<file path="src/rtl/arPkg.sv">
package arPkg;
  typedef enum logic {PH_DELAY = 1'b0, PH_REPEAT = 1'b1} arPhase_t;

  typedef struct packed {
    logic clrCnt;
    logic incCnt;
    logic emit;
  } arStrobes_t;
endpackage

</file>
<file path="src/rtl/arCtrl.sv">
module arCtrl
  import arPkg::*;
(
  input  logic       clk,
  input  logic       rstN,
  input  logic       enable,
  input  logic       debTick,
  input  logic       keyEvtValid,
  input  logic       keyEvtRelease,
  input  logic       keyHeld,
  input  logic       hit,
  output arPhase_t   phase,
  output arStrobes_t strobes
);
  logic armed;
  logic startSeq, stopSeq, countEn;

  // A press, or a release that leaves keys down, begins a fresh sequence.
  assign startSeq = enable & keyEvtValid & (~keyEvtRelease | keyHeld);
  assign stopSeq  = ~startSeq & (~enable | keyEvtValid | ~keyHeld);
  assign countEn  = armed & debTick & ~startSeq & ~stopSeq;

  always_comb begin
    strobes.emit   = countEn & hit;
    strobes.incCnt = countEn & ~hit;
    strobes.clrCnt = startSeq | stopSeq | (countEn & hit);
  end

  always_ff @(posedge clk or negedge rstN) begin
    if (!rstN) begin
      armed <= 1'b0;
      phase <= PH_DELAY;
    end else if (startSeq) begin
      armed <= 1'b1;
      phase <= PH_DELAY;
    end else if (stopSeq) begin
      armed <= 1'b0;
      phase <= PH_DELAY;
    end else if (strobes.emit) begin
      phase <= PH_REPEAT;
    end
  end
endmodule

</file>
<file path="src/rtl/arDatapath.sv">
module arDatapath
  import arPkg::*;
#(
  parameter int         DELAY_W     = 4,
  parameter int         RATE_W      = 3,
  parameter int         DELAY_UNIT  = 8,
  parameter int         RATE_UNIT   = 4,
  parameter int         CNT_W       = 8,
  parameter int         DATA_W      = 8,
  parameter logic [7:0] REPEAT_CODE = 8'h7E
) (
  input  logic              clk,
  input  logic              rstN,
  input  logic [DELAY_W-1:0] delayField,
  input  logic [RATE_W-1:0]  rateField,
  input  arPhase_t          phase,
  input  arStrobes_t        strobes,
  output logic              hit,
  output logic              wrReq,
  output logic [DATA_W-1:0] wrData
);
  localparam int TGT_W = CNT_W + 1;

  logic [CNT_W-1:0] cnt;
  logic [TGT_W-1:0] delayTgt, rateTgt, target, nextCnt;

  assign delayTgt = TGT_W'((int'(delayField) + 1) * DELAY_UNIT);
  assign rateTgt  = TGT_W'((int'(rateField) + 1) * RATE_UNIT);
  assign target   = (phase == PH_REPEAT) ? rateTgt : delayTgt;
  assign nextCnt  = {1'b0, cnt} + 1'b1;
  assign hit      = (nextCnt == target);

  always_ff @(posedge clk or negedge rstN) begin
    if (!rstN) begin
      cnt   <= '0;
      wrReq <= 1'b0;
    end else begin
      wrReq <= strobes.emit;
      if (strobes.clrCnt)      cnt <= '0;
      else if (strobes.incCnt) cnt <= nextCnt[CNT_W-1:0];
    end
  end

  assign wrData = wrReq ? DATA_W'(REPEAT_CODE) : '0;
endmodule

</file>
<file path="src/rtl/autorepeatGen.sv">
module autorepeatGen #(
  parameter int         DELAY_W     = 4,
  parameter int         RATE_W      = 3,
  parameter int         DELAY_UNIT  = 8,
  parameter int         RATE_UNIT   = 4,
  parameter int         DATA_W      = 8,
  parameter logic [7:0] REPEAT_CODE = 8'h7E,
  localparam int        CFG_W       = DELAY_W + RATE_W + 1
) (
  input  logic              clk,
  input  logic              rstN,
  input  logic [CFG_W-1:0]  cfgByte,
  input  logic              debTick,
  input  logic              keyEvtValid,
  input  logic              keyEvtRelease,
  input  logic              keyHeld,
  output logic              fifoWrReq,
  output logic [DATA_W-1:0] fifoWrData
);
  import arPkg::*;

  localparam int MAX_DELAY = (2 ** DELAY_W) * DELAY_UNIT;
  localparam int MAX_RATE  = (2 ** RATE_W) * RATE_UNIT;
  localparam int MAX_TGT   = (MAX_DELAY > MAX_RATE) ? MAX_DELAY : MAX_RATE;
  localparam int CNT_W     = $clog2(MAX_TGT + 1);

  arPhase_t   phase;
  arStrobes_t strobes;
  logic       hit;

  arCtrl uCtrl (
    .clk          (clk),
    .rstN         (rstN),
    .enable       (cfgByte[CFG_W-1]),
    .debTick      (debTick),
    .keyEvtValid  (keyEvtValid),
    .keyEvtRelease(keyEvtRelease),
    .keyHeld      (keyHeld),
    .hit          (hit),
    .phase        (phase),
    .strobes      (strobes)
  );

  arDatapath #(
    .DELAY_W    (DELAY_W),
    .RATE_W     (RATE_W),
    .DELAY_UNIT (DELAY_UNIT),
    .RATE_UNIT  (RATE_UNIT),
    .CNT_W      (CNT_W),
    .DATA_W     (DATA_W),
    .REPEAT_CODE(REPEAT_CODE)
  ) uDp (
    .clk       (clk),
    .rstN      (rstN),
    .delayField(cfgByte[DELAY_W-1:0]),
    .rateField (cfgByte[DELAY_W+RATE_W-1:DELAY_W]),
    .phase     (phase),
    .strobes   (strobes),
    .hit       (hit),
    .wrReq     (fifoWrReq),
    .wrData    (fifoWrData)
  );
endmodule

</file>
<file path="config.mk">
export PLATFORM = sky130hd
export DESIGN_NAME = autorepeatGen
export DESIGN_NICKNAME = d
export VERILOG_FILES = /design/src/rtl/arPkg.sv /design/src/rtl/arCtrl.sv /design/src/rtl/arDatapath.sv /design/src/rtl/autorepeatGen.sv
export SDC_FILE = /design/constraint.sdc
export NUM_CORES = 1
export LEC_CHECK = 0
export ABC_AREA = 1
export BUFFER_PORTS_ARGS = -buffer_cell sky130_fd_sc_hd__clkbuf_2
export CAP_MARGIN = 20
export CORE_MARGIN = 1.5
export CORE_UTILIZATION = 45
export CTS_BUF_LIST = sky130_fd_sc_hd__clkbuf_4 sky130_fd_sc_hd__clkbuf_8 sky130_fd_sc_hd__clkbuf_16
export CTS_CLUSTER_DIAMETER = 30
export CTS_CLUSTER_SIZE = 25
export DETAILED_ROUTE_END_ITERATION = 6
export PLACE_DENSITY = 0.71
export SKIP_LAST_GASP = 1
export SLEW_MARGIN = 20
export SYNTH_ARGS = -nofsm -noshare
export SYNTH_HDL_FRONTEND = slang
export SYNTH_HIERARCHICAL = 1
export SYNTH_SLANG_ARGS = --single-unit
</file>
<file path="constraint.sdc">
create_clock -name clk -period 5.6 [get_ports clk]
set_clock_uncertainty 0.15 [all_clocks]
set_input_delay 1.4 -clock clk [delete_from_list [all_inputs] [get_ports clk]]
set_output_delay 1.4 -clock clk [all_outputs]
set_load 0.03 [all_outputs]
</file>
==> results.sh, run 1 <==
export IMPL_drive_gt1_share_pct=19.5
export IMPL_p_switching_mw=0.0435
export IMPL_synth_top_cell_area_share_pct=28.1
export IMPL_finish_utilization_pct=54.4
export IMPL_layout_cells_non_filler=201
export IMPL_postRouteAntennaNets=0
export IMPL_grt_pass1_wl_microns=3660
export IMPL_yosysWarnings=6
export IMPL_htreeDepth=1
export IMPL_fill_cells=205
export IMPL_synth_cells=157
export IMPL_initial_core_util_pct=49.0
export IMPL_multi_input_area_sq_um=552
export IMPL_vias_per_cell=4.99
export IMPL_clk_pin_slew_worst_paths_ps=70
export IMPL_diodes=0
export IMPL_outcome="completed"
export IMPL_p_clk_share_pct=37.3
export IMPL_crit_fanout=5
export IMPL_worstPathRequired_ps=5630
export IMPL_dieHeight_microns=49.7
export IMPL_place_hpwl_microns=1740
export IMPL_synth_seq_cells=11
export IMPL_yosysTopAreaCell="dfrtp_1"
export IMPL_post_dp_cell_area_sq_um=1060
export IMPL_grt_busiest_layer="met2"
export IMPL_intPower_mw=0.121
export IMPL_finalPower_mw=0.165
export IMPL_num_nets_final=193
export IMPL_hold_path_class="flop to flop"
export IMPL_syn_area_sq_um=981
export IMPL_synthTopCellsByArea="dfrtp_1 28%, nand2_1 21%, inv_1 9.6%"
export IMPL_routabilityCongestion=0.857
export IMPL_root_buffer="clkbuf_4"
export IMPL_core_area_sq_um=2000
export IMPL_start_kind="input pin"
export IMPL_switching_share_pct=26.4
export IMPL_finalSetupViolations=0
export IMPL_yosysSeqAreaShare_pct=28.1
export IMPL_insertion_delay_ps=280
export IMPL_track_usage_pct=19.5
export IMPL_io_buffers=20
export IMPL_mostFrequentLayoutCells="56 x nand2_1, 25 x inv_1, 20 x clkbuf_2, 15 x nand3_1, 11 x dfrtp_1"
export IMPL_seqCellArea_sq_um=275
export IMPL_slew_viol_final=0
export IMPL_grt_overflow_total=0
export IMPL_p_leak_nw=0.589
export IMPL_routed_wl_microns=2200
export IMPL_endpoint_kind="flop"
export IMPL_dieArea_sq_um=2470
export IMPL_post_drt_wl_per_cell_microns=11.0
export IMPL_cp_data_arrival_time_ps=3270
export IMPL_clockBufferDepth=2
export IMPL_cts_hold_fix_buffers=0
export IMPL_design_area_sq_um=1090
export IMPL_vdd_drop_max_uv=129
export IMPL_met3_usage_pct=1.82
export IMPL_pwr_share_seq_pct=48.7
export IMPL_cts_buffers=3
export IMPL_reg2regPathDepth=15
export IMPL_dr_total_vias=1003
export IMPL_tns_ps=0
export IMPL_grt_pass1_vias=889
export IMPL_met1_usage_pct=25.0
export IMPL_drt_iter0_drc=38
export IMPL_rows=16
export IMPL_syn_to_final_growth_pct=11.0
export IMPL_cap_viol_max_count=0
export IMPL_cts_tree="done"
export IMPL_final_hold_violation_count=0
export IMPL_combPwrFrac_pct=14.0
export IMPL_grt_max_degree=12
export IMPL_period_minus_slack_ps=3230
export IMPL_powerDensity_nw_per_um2=151
export IMPL_path_class="input pin to flop"
export IMPL_grt_antenna_before_repair=0
export IMPL_use_met2_pct=31.8
export IMPL_io_pins=23
export IMPL_hold_depth=2
export IMPL_fin_crit_sh_pct=57.8
export IMPL_grt_setup_unrepaired="false"
export IMPL_syn_area_per_cell_sq_um=6.25
export IMPL_drc_errors=0
export IMPL_synth_cell_types=22
export IMPL_cts_resized=0
export IMPL_final_common_cell="nand2_1"
export IMPL_post_cts_buffers=0
export IMPL_dr_pass1_iters=4
export IMPL_cts_sinks=11
export IMPL_place_inst=197
export IMPL_fmax_mhz=309
export IMPL_die_w_microns=49.7
[synthesized netlist by cell type]
library cell,number
nand4_1,2
inv_1,25
inv_2,1
a21boi_1,1
nand3b_1,1
o21ai_1,1
buf_4,8
conb_1,1
nand3_2,2
nor2_2,5
nand3_1,15
nand2_1,56
o21ai_0,5
ha_1,4
nor2_4,1
or2_1,1
o22ai_1,4
or2_2,1
nor3_1,1
a22o_1,1
nor2_1,10
dfrtp_1,11
[metrics by stage]
stage / hold slack (ps) / setup slack, ps
finish: 328 / 2370
global route: 349 / 2200
CTS: 327 / 2420
detailed placement: 309 / 2140
global placement: 309 / 2170
floorplan: 292 / 2530
[critical path, stage by stage]
cell and delay, ps:
clkbuf_2 110, ha_1 280, or2_2 300, nand2_1 70
nand2_1 50, nand2_1 60, nor2_1 40, nand2_1 60
nor2_2 50, nand3_2 80, nand2_1 80, nor2_1 330
inv_1 160, o22ai_1 200
[routing by layer]
metal,vias up,routed length (microns)
met1,460,1050
met4,0,67
met3,7,71
met2,24,1010
met5,-,0
li1,512,-
[power by group through the flow]
stage	Sequential, mW	Combinational, mW	Clock (mW)
2_1_floorplan	0.0816	0.0143	0
3_3_place_gp	0.0816	0.0222	0
3_5_place_dp	0.0816	0.0230	0
4_1_cts	0.0800	0.0232	0.0623
5_1_grt	0.0801	0.0270	0.0659
6_report	0.0801	0.0231	0.0614
[state kept, by name, summed over array words and instances, names as in the netlist]
signal       flops
uDp/cnt          8
uCtrl/armed      1
uCtrl/phase      1
uDp/wrReq        1
[final cells by class]
| type | count | area share, % |
|---|---|---|
| multi-input cells | 113 | 50.7 |
| flip-flops and latches | 11 | 25.3 |
| clock buffers | 4 | 2.76 |
| well taps | 27 | 3.10 |
| inverters | 26 | 8.97 |
| repair buffers | 20 | 9.20 |
[final timing paths]
check | to | slack (ps) | start
min in group asynchronous | uDp/cnt[5] | 840 | rstN
worst min register to register | uCtrl/armed | 330 | uCtrl/armed
max in group asynchronous | uDp/cnt[6] | 4240 | rstN
worst max register to register | uDp/cnt[2] | 3080 | uDp/cnt[1]
worst min-delay path | uCtrl/armed | 330 | uCtrl/armed
worst max-delay path | uDp/cnt[2] | 2370 | cfgByte[0]
[logic make-up (layout without fill, tap and decap cells)]
logic type                 Yosys count  count (layout)  share of synthesized area [%]
and+or+nand+nor                     95              95                           43.1
buffers and inverters               34              50                           16.1
AOI/OAI and AO/OA                   12              12                           7.27
DFF                                 11              11                           28.1
adders and majority gates            4               4                           5.10
other                                1               2                          0.382
Power figures use the tool's default switching activity.
==> run 2: changes to the inputs <==
- PLACE_DENSITY: 0.71 -> 0.73
- clock period: 5.6 -> 2.6 ns (I/O delays scaled with it)
==> run 2 against run 1 <==
Effect of this change: non-clock buffer count increased by 2; worst setup slack worse by 2200 ps; critical path type unchanged; wire length rose by 0.23%; register-to-register slack got worse by 2800 ps; first-iteration DRC count down 37%; clock power rose by 110%.
==> results.sh, run 2 (synthesized netlist as in run 1, its figures left out) <==
export IMPL_p_leak_nw=0.598
export IMPL_final_hold_violation_count=0
export IMPL_track_usage_pct=18.3
export IMPL_rr_startpoint="uDp/cnt[1]"
export IMPL_worstReg2RegEnd="uDp/cnt[3]"
export IMPL_slew_viol_final=0
export IMPL_dr_pass1_iters=4
export IMPL_fin_crit_sh_pct=93.0
export IMPL_combPwrFrac_pct=14.6
export IMPL_reg2regPathDepth=15
export IMPL_dr_total_vias=1000
export IMPL_intPower_mw=0.261
export IMPL_io_pins=23
export IMPL_cap_viol_max_count=0
export IMPL_postRouteAntennaNets=0
export IMPL_routabilityCongestion=0.808
export IMPL_hold_path_class="input pin to asynchronous set/reset pin"
export IMPL_fmax_mhz=414
export IMPL_top_register="uDp/cnt"
export IMPL_endpoint="uDp/cnt[0]"
export IMPL_drc_errors=0
export IMPL_cts_hold_fix_buffers=0
export IMPL_post_cts_buffers=0
export IMPL_drive_gt1_share_pct=21.0
export IMPL_crit_fanout=7
export IMPL_outcome="completed"
export IMPL_use_met2_pct=33.1
export IMPL_largest_reg_flops=8
export IMPL_diodes=0
export IMPL_grt_overflow_total=0
export IMPL_critPathLaunch="cfgByte[0]"
export IMPL_htreeDepth=1
export IMPL_period_minus_slack_ps=2420
export IMPL_rows=16
export IMPL_finalSetupViolations=0
export IMPL_cts_resized=0
export IMPL_place_hpwl_microns=1800
export IMPL_die_w_microns=49.7
export IMPL_insertion_delay_ps=270
export IMPL_syn_to_final_growth_pct=12.8
export IMPL_mostFrequentLayoutCells="56 x nand2_1, 25 x inv_1, 20 x clkbuf_2, 15 x nand3_1, 11 x dfrtp_1"
export IMPL_core_area_sq_um=2000
export IMPL_worstPathRequired_ps=2600
export IMPL_cts_buffers=3
export IMPL_drt_iter0_drc=24
export IMPL_grt_max_degree=12
export IMPL_vdd_drop_max_uv=232
export IMPL_dieArea_sq_um=2470
export IMPL_grt_busiest_layer="met2"
export IMPL_routed_wl_microns=2210
export IMPL_grt_pass1_wl_microns=3490
export IMPL_vias_per_cell=4.93
export IMPL_clockBufferDepth=2
export IMPL_pwr_share_seq_pct=49.2
export IMPL_grt_setup_unrepaired="false"
export IMPL_start_kind="input pin"
export IMPL_endpoint_kind="flop"
export IMPL_hold_ws_ps=94.5
export IMPL_post_drt_wl_per_cell_microns=10.9
export IMPL_fill_cells=204
export IMPL_ff2ff_setup_slack_ps=310
export IMPL_cp_data_arrival_time_ps=2410
export IMPL_dieHeight_microns=49.7
export IMPL_cts_tree="done"
export IMPL_p_clk_share_pct=36.3
export IMPL_io_buffers=20
export IMPL_num_nets_final=195
export IMPL_cts_sinks=11
export IMPL_path_class="input pin to flop"
export IMPL_final_common_cell="nand2_1"
export IMPL_met1_usage_pct=21.3
export IMPL_clk_pin_slew_worst_paths_ps=70
export IMPL_p_switching_mw=0.0897
export IMPL_met3_usage_pct=1.21
export IMPL_grt_antenna_before_repair=0
export IMPL_powerDensity_nw_per_um2=317
export IMPL_initial_core_util_pct=49.0
export IMPL_switching_share_pct=25.6
export IMPL_finalPower_mw=0.351
export IMPL_grt_pass1_vias=897
export IMPL_root_buffer="clkbuf_4"
==> run 2: metal layers <==
layer  wire (microns)  up-vias
met5                0        -
met4               43        0
met3               86        5
met2             1100       18
met1              981      453
li1                 -      524
==> run 2: area by class of cell <==
cell class	instances	area (sq um)	area share, %
multi-input combinational	113	554	50.1
sequential	11	275	24.9
timing repair buffer	22	115	10.4
inverter	26	97.6	8.82
tap	27	33.8	3.05
clock buffer	4	30.0	2.71
==> run 2: worst max-delay path: stages <==
cell and delay (ps):
clkbuf_2 120, ha_1 190, nand2_1 80, nor3_1 190, buf_4 160, inv_1 30
nand3_1 70, nand2_1 50, nor2_1 120, nand2_1 80, nor2_2 120, nand3_2 100
nand2_1 110, nor2_1 70, inv_1 170, o21ai_0 110
==> run 2: worst min-delay path by stage <==
stage                startpoint          end  slack (ps)  depth (start not counted)
CTS                        rstN  uCtrl/phase          90                          1
floorplan                  rstN  uCtrl/armed         200                          0
global route               rstN  uCtrl/phase         110                          1
global placement    uCtrl/armed  uCtrl/armed         310                          2
detailed placement  uCtrl/armed  uCtrl/armed         320                          2
finish                     rstN  uCtrl/phase          90                          1
==> run 2: metrics by stage <==
stage / setup TNS (ps) / util (%) / instances / setup WS (ps) / instance area [sq um]
final: 0 / 55.3 / 203 / 182 / 1110
after global routing: 0 / 55.3 / 203 / 25.3 / 1110
after CTS: 0 / 55.1 / 203 / 226 / 1100
after detailed placement: -358 / 53.6 / 199 / -63.4 / 1070
after global placement: -53.2 / 53.6 / 199 / -17.8 / 1070
after floorplan: 0 / - / 158 / 285 / 985
==> run 2: power groups by stage <==
| stage | combinational, mW | sequential [mW] | clock [mW] |
|---|---|---|---|
| finish | 0.0511 | 0.173 | 0.127 |
| global route | 0.0578 | 0.173 | 0.139 |
| CTS | 0.0509 | 0.172 | 0.135 |
| detailed placement | 0.0505 | 0.176 | 0 |
| global placement | 0.0484 | 0.176 | 0 |
| floorplan | 0.0307 | 0.176 | 0 |
